<file path="src/rtl/dma_irq_pkg.sv">
`timescale 1ns/1ps
package dma_irq_pkg;
    localparam int REG_AW    = 8;
    localparam int NUM_CLASS = 4;

    typedef enum logic [1:0] {
        CLS_CHAIN = 2'd0,
        CLS_NODE  = 2'd1,
        CLS_ERR_A = 2'd2,
        CLS_ERR_B = 2'd3
    } evt_class_e;

    typedef enum logic [2:0] {
        RK_NONE,
        RK_SUM,
        RK_RAW,
        RK_MASK,
        RK_MSKD,
        RK_PRI
    } reg_kind_e;

    typedef struct packed {
        reg_kind_e  kind;
        evt_class_e cls;
    } reg_sel_t;

    localparam logic [3:0] GRP_SUM  = 4'h0;
    localparam logic [3:0] GRP_RAW  = 4'h1;
    localparam logic [3:0] GRP_MASK = 4'h2;
    localparam logic [3:0] GRP_MSKD = 4'h3;
    localparam logic [3:0] GRP_PRI  = 4'h4;

    function automatic reg_sel_t decode_addr(input logic [REG_AW-1:0] a);
        reg_sel_t s;
        s.kind = RK_NONE;
        s.cls  = evt_class_e'(a[3:2]);
        if (a[1:0] == 2'b00) begin
            case (a[7:4])
                GRP_SUM:  if (a[3:2] == 2'b00) s.kind = RK_SUM;
                GRP_RAW:  s.kind = RK_RAW;
                GRP_MASK: s.kind = RK_MASK;
                GRP_MSKD: s.kind = RK_MSKD;
                GRP_PRI:  if (a[3:2] == 2'b00) s.kind = RK_PRI;
                default:  s.kind = RK_NONE;
            endcase
        end
        return s;
    endfunction
endpackage

</file>
<file path="src/rtl/irq_evt_class.sv">
`timescale 1ns/1ps
module irq_evt_class #(
    parameter int NCH = 16
) (
    input  logic           clk,
    input  logic           rst,
    input  logic [NCH-1:0] evt,
    input  logic           clr_we,
    input  logic           mask_we,
    input  logic [NCH-1:0] wbits,
    output logic [NCH-1:0] raw_q,
    output logic [NCH-1:0] mask_q,
    output logic [NCH-1:0] masked
);
    logic [NCH-1:0] clr_bits;

    assign clr_bits = clr_we ? wbits : '0;
    assign masked   = raw_q & mask_q;

    always_ff @(posedge clk) begin
        if (rst) begin
            raw_q  <= '0;
            mask_q <= '0;
        end else begin
            raw_q <= (raw_q & ~clr_bits) | evt;
            if (mask_we) mask_q <= wbits;
        end
    end

    // a pulse latches its bit
    a_r2_event_latches: assert property (@(posedge clk) disable iff (rst)
        (|evt) |=> ((raw_q & $past(evt)) == $past(evt)));

    // without a clearing write no bit drops
    a_r3_hold_without_clear: assert property (@(posedge clk) disable iff (rst)
        (!clr_we) |=> ((raw_q & $past(raw_q)) == $past(raw_q)));

    // bits written as one and not re-raised are gone
    a_r3_ones_clear: assert property (@(posedge clk) disable iff (rst)
        clr_we |=> ((raw_q & $past(wbits & ~evt)) == '0));

    // event wins over a clear in the same cycle
    a_r4_event_beats_clear: assert property (@(posedge clk) disable iff (rst)
        (clr_we && |(evt & wbits)) |=> ((raw_q & $past(evt & wbits)) == $past(evt & wbits)));
endmodule

</file>
<file path="src/rtl/irq_summary.sv">
`timescale 1ns/1ps
module irq_summary
    import dma_irq_pkg::*;
#(
    parameter int NCH = 16
) (
    input  logic [NCH-1:0] masked [NUM_CLASS],
    output logic [NCH-1:0] summary,
    output logic           irq
);
    logic [NUM_CLASS-1:0] per_ch [NCH];

    for (genvar i = 0; i < NCH; i++) begin : g_ch
        for (genvar c = 0; c < NUM_CLASS; c++) begin : g_cls
            assign per_ch[i][c] = masked[c][i];
        end
        assign summary[i] = |per_ch[i];
    end

    assign irq = |summary;
endmodule

</file>
<file path="src/rtl/dma_irq_aggregator.sv">
`timescale 1ns/1ps
module dma_irq_aggregator
    import dma_irq_pkg::*;
#(
    parameter int NCH = 16,
    parameter int DW  = 32
) (
    input  logic              clk,
    input  logic              rst,
    input  logic [REG_AW-1:0] reg_addr,
    input  logic [DW-1:0]     reg_wdata,
    input  logic              reg_we,
    output logic [DW-1:0]     reg_rdata,
    input  logic [NCH-1:0]    evt_chain,
    input  logic [NCH-1:0]    evt_node,
    input  logic [NCH-1:0]    evt_err_a,
    input  logic [NCH-1:0]    evt_err_b,
    output logic              irq
);
    reg_sel_t       sel;
    logic [NCH-1:0] evt_v    [NUM_CLASS];
    logic [NCH-1:0] raw_v    [NUM_CLASS];
    logic [NCH-1:0] mask_v   [NUM_CLASS];
    logic [NCH-1:0] masked_v [NUM_CLASS];
    logic [NCH-1:0] summary;
    logic [DW-1:0]  pri_q;
    logic [NCH-1:0] narrow_rd;

    assign sel = decode_addr(reg_addr);

    assign evt_v[CLS_CHAIN] = evt_chain;
    assign evt_v[CLS_NODE]  = evt_node;
    assign evt_v[CLS_ERR_A] = evt_err_a;
    assign evt_v[CLS_ERR_B] = evt_err_b;

    for (genvar c = 0; c < NUM_CLASS; c++) begin : g_class
        logic hit;
        assign hit = reg_we && (sel.cls == evt_class_e'(c));
        irq_evt_class #(.NCH(NCH)) u_cls (
            .clk     (clk),
            .rst     (rst),
            .evt     (evt_v[c]),
            .clr_we  (hit && sel.kind == RK_RAW),
            .mask_we (hit && sel.kind == RK_MASK),
            .wbits   (reg_wdata[NCH-1:0]),
            .raw_q   (raw_v[c]),
            .mask_q  (mask_v[c]),
            .masked  (masked_v[c])
        );
    end

    irq_summary #(.NCH(NCH)) u_sum (
        .masked  (masked_v),
        .summary (summary),
        .irq     (irq)
    );

    always_ff @(posedge clk) begin
        if (rst) pri_q <= '0;
        else if (reg_we && sel.kind == RK_PRI) pri_q <= reg_wdata;
    end

    always_comb begin
        case (sel.kind)
            RK_SUM:  narrow_rd = summary;
            RK_RAW:  narrow_rd = raw_v[sel.cls];
            RK_MASK: narrow_rd = mask_v[sel.cls];
            RK_MSKD: narrow_rd = masked_v[sel.cls];
            default: narrow_rd = '0;
        endcase
        reg_rdata = '0;
        if (sel.kind == RK_PRI) reg_rdata = pri_q;
        else reg_rdata[NCH-1:0] = narrow_rd;
    end

    // state is clear right after reset
    a_r1_clean_after_reset: assert property (@(posedge clk)
        $fell(rst) |-> (!irq && pri_q == '0 && mask_v[0] == '0 && raw_v[0] == '0));

    // any enabled latched event raises the line
    a_r6_irq_follows_events: assert property (@(posedge clk) disable iff (rst)
        (|((raw_v[0] & mask_v[0]) | (raw_v[1] & mask_v[1]) |
           (raw_v[2] & mask_v[2]) | (raw_v[3] & mask_v[3]))) |-> irq);

    // summary never claims a channel with nothing latched
    a_r6_summary_has_source: assert property (@(posedge clk) disable iff (rst)
        ((summary & ~(raw_v[0] | raw_v[1] | raw_v[2] | raw_v[3])) == '0));

    // writes to the read-only views leave every mask alone
    a_r7_readonly_views: assert property (@(posedge clk) disable iff (rst)
        (reg_we && (sel.kind == RK_MSKD || sel.kind == RK_SUM)) |=>
        ($stable(mask_v[0]) && $stable(mask_v[1]) && $stable(mask_v[2]) && $stable(mask_v[3])));

    // priority word takes the written value
    a_r8_priority_write: assert property (@(posedge clk) disable iff (rst)
        (reg_we && sel.kind == RK_PRI) |=> (pri_q == $past(reg_wdata)));
endmodule

</file>
<file path="config.mk">
export PLATFORM = sky130hd
export DESIGN_NAME = dma_irq_aggregator
export DESIGN_NICKNAME = d
export VERILOG_FILES = /design/src/rtl/dma_irq_pkg.sv /design/src/rtl/irq_evt_class.sv /design/src/rtl/irq_summary.sv /design/src/rtl/dma_irq_aggregator.sv
export SDC_FILE = /design/constraint.sdc
export NUM_CORES = 1
export LEC_CHECK = 0
export ABC_AREA = 0
export ABC_CLOCK_PERIOD_IN_PS = 4900
export CAP_MARGIN = 25
export CORE_MARGIN = 2
export CORE_UTILIZATION = 55
export DETAILED_ROUTE_END_ITERATION = 10
export DONT_BUFFER_PORTS = 1
export GPL_TIMING_DRIVEN = 1
export PLACE_DENSITY = 0.7
export REMOVE_ABC_BUFFERS = 1
export SKIP_CTS_REPAIR_TIMING = 1
export SLEW_MARGIN = 10
export SYNTH_ARGS = -nofsm -noshare
export SYNTH_HDL_FRONTEND = slang
export SYNTH_SLANG_ARGS = --single-unit
</file>
<file path="constraint.sdc">
create_clock -name clk -period 4.9 [get_ports clk]
set_input_delay 1.47 -clock clk [delete_from_list [all_inputs] [get_ports clk]]
set_output_delay 1.47 -clock clk [all_outputs]
set_load 0.02 [all_outputs]
</file>
==> Implementation_results.wiki <==
{| class="wikitable"
! Metric !! Value
|-
| Run status || complete, no violations
|-
| ANT nets after route || 0
|-
| Power per standard cell area || 328 mW/mm²
|-
| Total area of multi-input combinational cells || 0.00435 mm²
|-
| Synth-to-Final Area Change || 8.54%
|-
| Worst clock skew || 0 ns
|-
| Drt pass-1 iters || 5
|-
| RSZ-0062 raised after global routing || false
|-
| Detailed placement HPWL || 15100 µm
|-
| Register clock-pin slew on the reported worst setup and hold paths || 0.06 ns
|-
| Die Span X || 124 µm
|-
| Vias in the first global route || 6998
|-
| Total Routing Usage GR || 32.1%
|-
| Clock buffer depth || 2
|-
| Initial antenna violation count || 0
|-
| Fmax || 221 MHz
|-
| Pin count of the biggest net entering global routing || 161
|-
| H-Tree Depth || 4
|-
| Fraction of final layout cells with drive strength greater than 1 || 11.6%
|-
| Startpoint type of the worst setup path || primary input
|-
| Clock tree root driver cell || sky130_fd_sc_hd__clkbuf_16
|-
| Placeable Area || 0.0140 mm²
|-
| Cell family with most CP delay || simple AND/OR/NAND/NOR gates
|-
| Leakage Power || 0.00286 µW
|-
| Wire length of the first global-routing pass || 39100 µm
|-
| Min cycle time layout || 4.52 ns
|-
| Placed insts || 1130
|-
| Mean cell area of the mapped netlist || 7.89 µm²
|-
| Total vias in the final route || 7557
|-
| Global route total overflow || 0
|-
| Cell with the largest stage delay on the worst path || sky130_fd_sc_hd__or4_1
|-
| Final-stage net count || 1076
|-
| Count of fill cells added during filler insertion || 1292
|-
| Cells traversed along the worst timing path || or4_1 > nor3b_4 > buf_4 > a22oi_1 > nand4_1 > buf_4
|-
| Total of endpoints with negative setup slack in the final report || 0
|-
| Via density per instance || 6.50
|-
| Largest area contributor in the netlist || sky130_fd_sc_hd__dfxtp_1
|-
| Cell Area, Synth || 0.00797 mm²
|-
| Final Wtd Congestion || 0.890
|-
| Sequential-to-total area share from yosys stat || 40.2%
|-
| TritonCTS Buffers || 17
|-
| Count of input and output buffers || 0
|-
| Routed length per placed instance || 21.3 µm
|-
| Slew at the pin closest to its max-slew limit || 0.915 ns
|-
| MaxCap Viol Count || 0
|-
| CP Buf/Inv Count || 2
|-
| Headroom to the max-slew limit || 38.8%
|-
| Die area || 0.0155 mm²
|-
| Most common cell in the netlist || sky130_fd_sc_hd__nand2_1
|-
| Async SR Flop Fraction || 0%
|-
| Seq. cell area || 0.00320 mm²
|-
| Crit. End Element || output port
|-
| Yosys warning count || 0
|-
| CTS tree || done
|-
| Critical Path Most Common Cell || sky130_fd_sc_hd__buf_4
|-
| Biggest area contributors in the synthesized netlist || sky130_fd_sc_hd__dfxtp_1 40%, sky130_fd_sc_hd__nand2_1 13%, sky130_fd_sc_hd__mux4_2 9.3%
|-
| List of most frequent post-synthesis cells || 278 x sky130_fd_sc_hd__nand2_1, 160 x sky130_fd_sc_hd__dfxtp_1, 144 x sky130_fd_sc_hd__a21oi_1
|-
| Post-synth EDFFs || 0
|-
| DIE HEIGHT || 124 µm
|-
| Arrival time worst endpoint || 3.05 ns
|-
| Initial Utilization || 56.8%
|-
| Yosys top cell area share || 40.2%
|-
| WHS || 0.439 ns
|-
| Distinct cells, synth || 37
|-
| Max-slew violations || 0
|-
| Peak supply drop || 312 µV
|-
| Max FO, Critical Path || 8
|-
| Hold Fails Final Rpt || 0
|-
| I/O pin cnt || 140
|-
| Hold/Removal Path Class || reg -> reg
|-
| Leading register cell type out of synthesis || sky130_fd_sc_hd__dfxtp_1
|-
| Post-synthesis register bit count || 160
|-
| Tcrit/Tclk final || 92.2%
|-
| Insertion delay of the later-clocked pin in the worst-skew pair || 0.43 ns
|-
| Non-filler cells, final || 1163
|-
| Start-to-end type of the worst setup path || in -> out
|-
| Initial drt markers || 899
|-
| Clk sinks || 160
|-
| DRC violation count after routing || 0
|-
| Worst endpoint required time || 3.43 ns
|-
| Detailed-route wire length || 24800 µm
|-
| Count of mapped cells out of synthesis || 1010
|-
| Number of placement rows || 43
|-
| Worst stage delay on the critical path || 0.64 ns
|}
==> power breakdown <==
group	total, µW	internal [µW]	switching (µW)
combinational	132	64.4	67.7
sequential	1370	1340	34.7
clock	1330	796	533
==> worst min-delay path, stage by stage, from the launching register on <==
cell and delay, ns:
sky130_fd_sc_hd__dfxtp_1 0.30, sky130_fd_sc_hd__nand2_1 0.05, sky130_fd_sc_hd__a21oi_1 0.05
==> area by class of cell <==
| cell class | count | area share [%] |
|---|---|---|
| tap | 180 | 2.60 |
| multi-input combinational | 755 | 50.3 |
| clock inverter | 7 | 0.824 |
| clock buffer | 25 | 6.07 |
| sequential | 160 | 37.0 |
| timing repair buffer | 35 | 3.18 |
| antenna | 1 | 0.0289 |
==> per-stage QoR <==
stage	setup slack [ns]	total power, µW	TNS [ns]	cell area [µm²]	utilization (%)
after detailed placement	0.404	1530	0	8050	57.3
after global routing	0.330	2920	0	8650	61.6
after floorplan	-0.318	1490	-4.57	7540	-
after global placement	0.419	1530	0	8050	57.3
after CTS	0.401	2850	0	8650	61.6
final	0.383	2840	0	8650	61.6
==> cells by family after synthesis <==
group | synth area share [%]
and+or+nand+nor | 30.9
muxes | 9.32
AOI/OAI and AO/OA | 14.2
DFF | 40.2
buffers and inverters | 5.37
==> placed cells by master, fill, tap and decap left out, types with 3 or more instances in the layout <==
| master | Yosys | routed |
|---|---|---|
| sky130_fd_sc_hd__nand3_1 | 14 | 14 |
| sky130_fd_sc_hd__nor4b_1 | 17 | 17 |
| sky130_fd_sc_hd__nand4_1 | 81 | 81 |
| sky130_fd_sc_hd__dfxtp_1 | 160 | 160 |
| sky130_fd_sc_hd__a41o_1 | 3 | 3 |
| sky130_fd_sc_hd__buf_4 | 4 | 34 |
| sky130_fd_sc_hd__o21ai_0 | 12 | 12 |
| sky130_fd_sc_hd__and2_1 | 17 | 17 |
| sky130_fd_sc_hd__clkinv_2 | 0 | 3 |
| sky130_fd_sc_hd__nor4_1 | 5 | 5 |
| sky130_fd_sc_hd__o22ai_1 | 24 | 24 |
| sky130_fd_sc_hd__nor2_1 | 66 | 65 |
| sky130_fd_sc_hd__a22oi_1 | 22 | 22 |
| sky130_fd_sc_hd__clkbuf_16 | 0 | 17 |
| sky130_fd_sc_hd__nor3_1 | 16 | 16 |
| sky130_fd_sc_hd__nor3_4 | 4 | 4 |
| sky130_fd_sc_hd__mux4_2 | 33 | 33 |
| sky130_fd_sc_hd__clkbuf_8 | 0 | 7 |
| sky130_fd_sc_hd__a21oi_1 | 144 | 144 |
| sky130_fd_sc_hd__nand2_1 | 278 | 278 |
==> state kept, by name (all words and copies together), names as in the netlist <==
| signal | cells |
|---|---|
| g_class.u_cls.mask_q | 64 |
| g_class.u_cls.raw_q | 64 |
| pri_q | 32 |
==> path summary, 6_finish.rpt <==
check | end | slack (ns) | start | cells after the start
setup reg to reg | g_class[1].u_cls.mask_q[6]$_SDFFE_PP0P_ | 4.19 | g_class[1].u_cls.mask_q[6]$_SDFFE_PP0P_ | 2
hold reg to reg | pri_q[28]$_SDFFE_PP0P_ | 0.44 | pri_q[28]$_SDFFE_PP0P_ | 2
hold / removal | pri_q[28]$_SDFFE_PP0P_ | 0.44 | pri_q[28]$_SDFFE_PP0P_ | 2
setup / recovery | reg_rdata[12] | 0.38 | reg_addr[7] | 6
==> layer usage <==
metal	global-route usage [%]	part of all wire (%)	vias up
li1	-	-	3522
met1	43.0	42	3593
met2	50.9	46	392
met3	7.82	9.6	50
met4	11.2	2.5	0
met5	0	0	-
No activity file was read; power rests on OpenSTA's default activity.
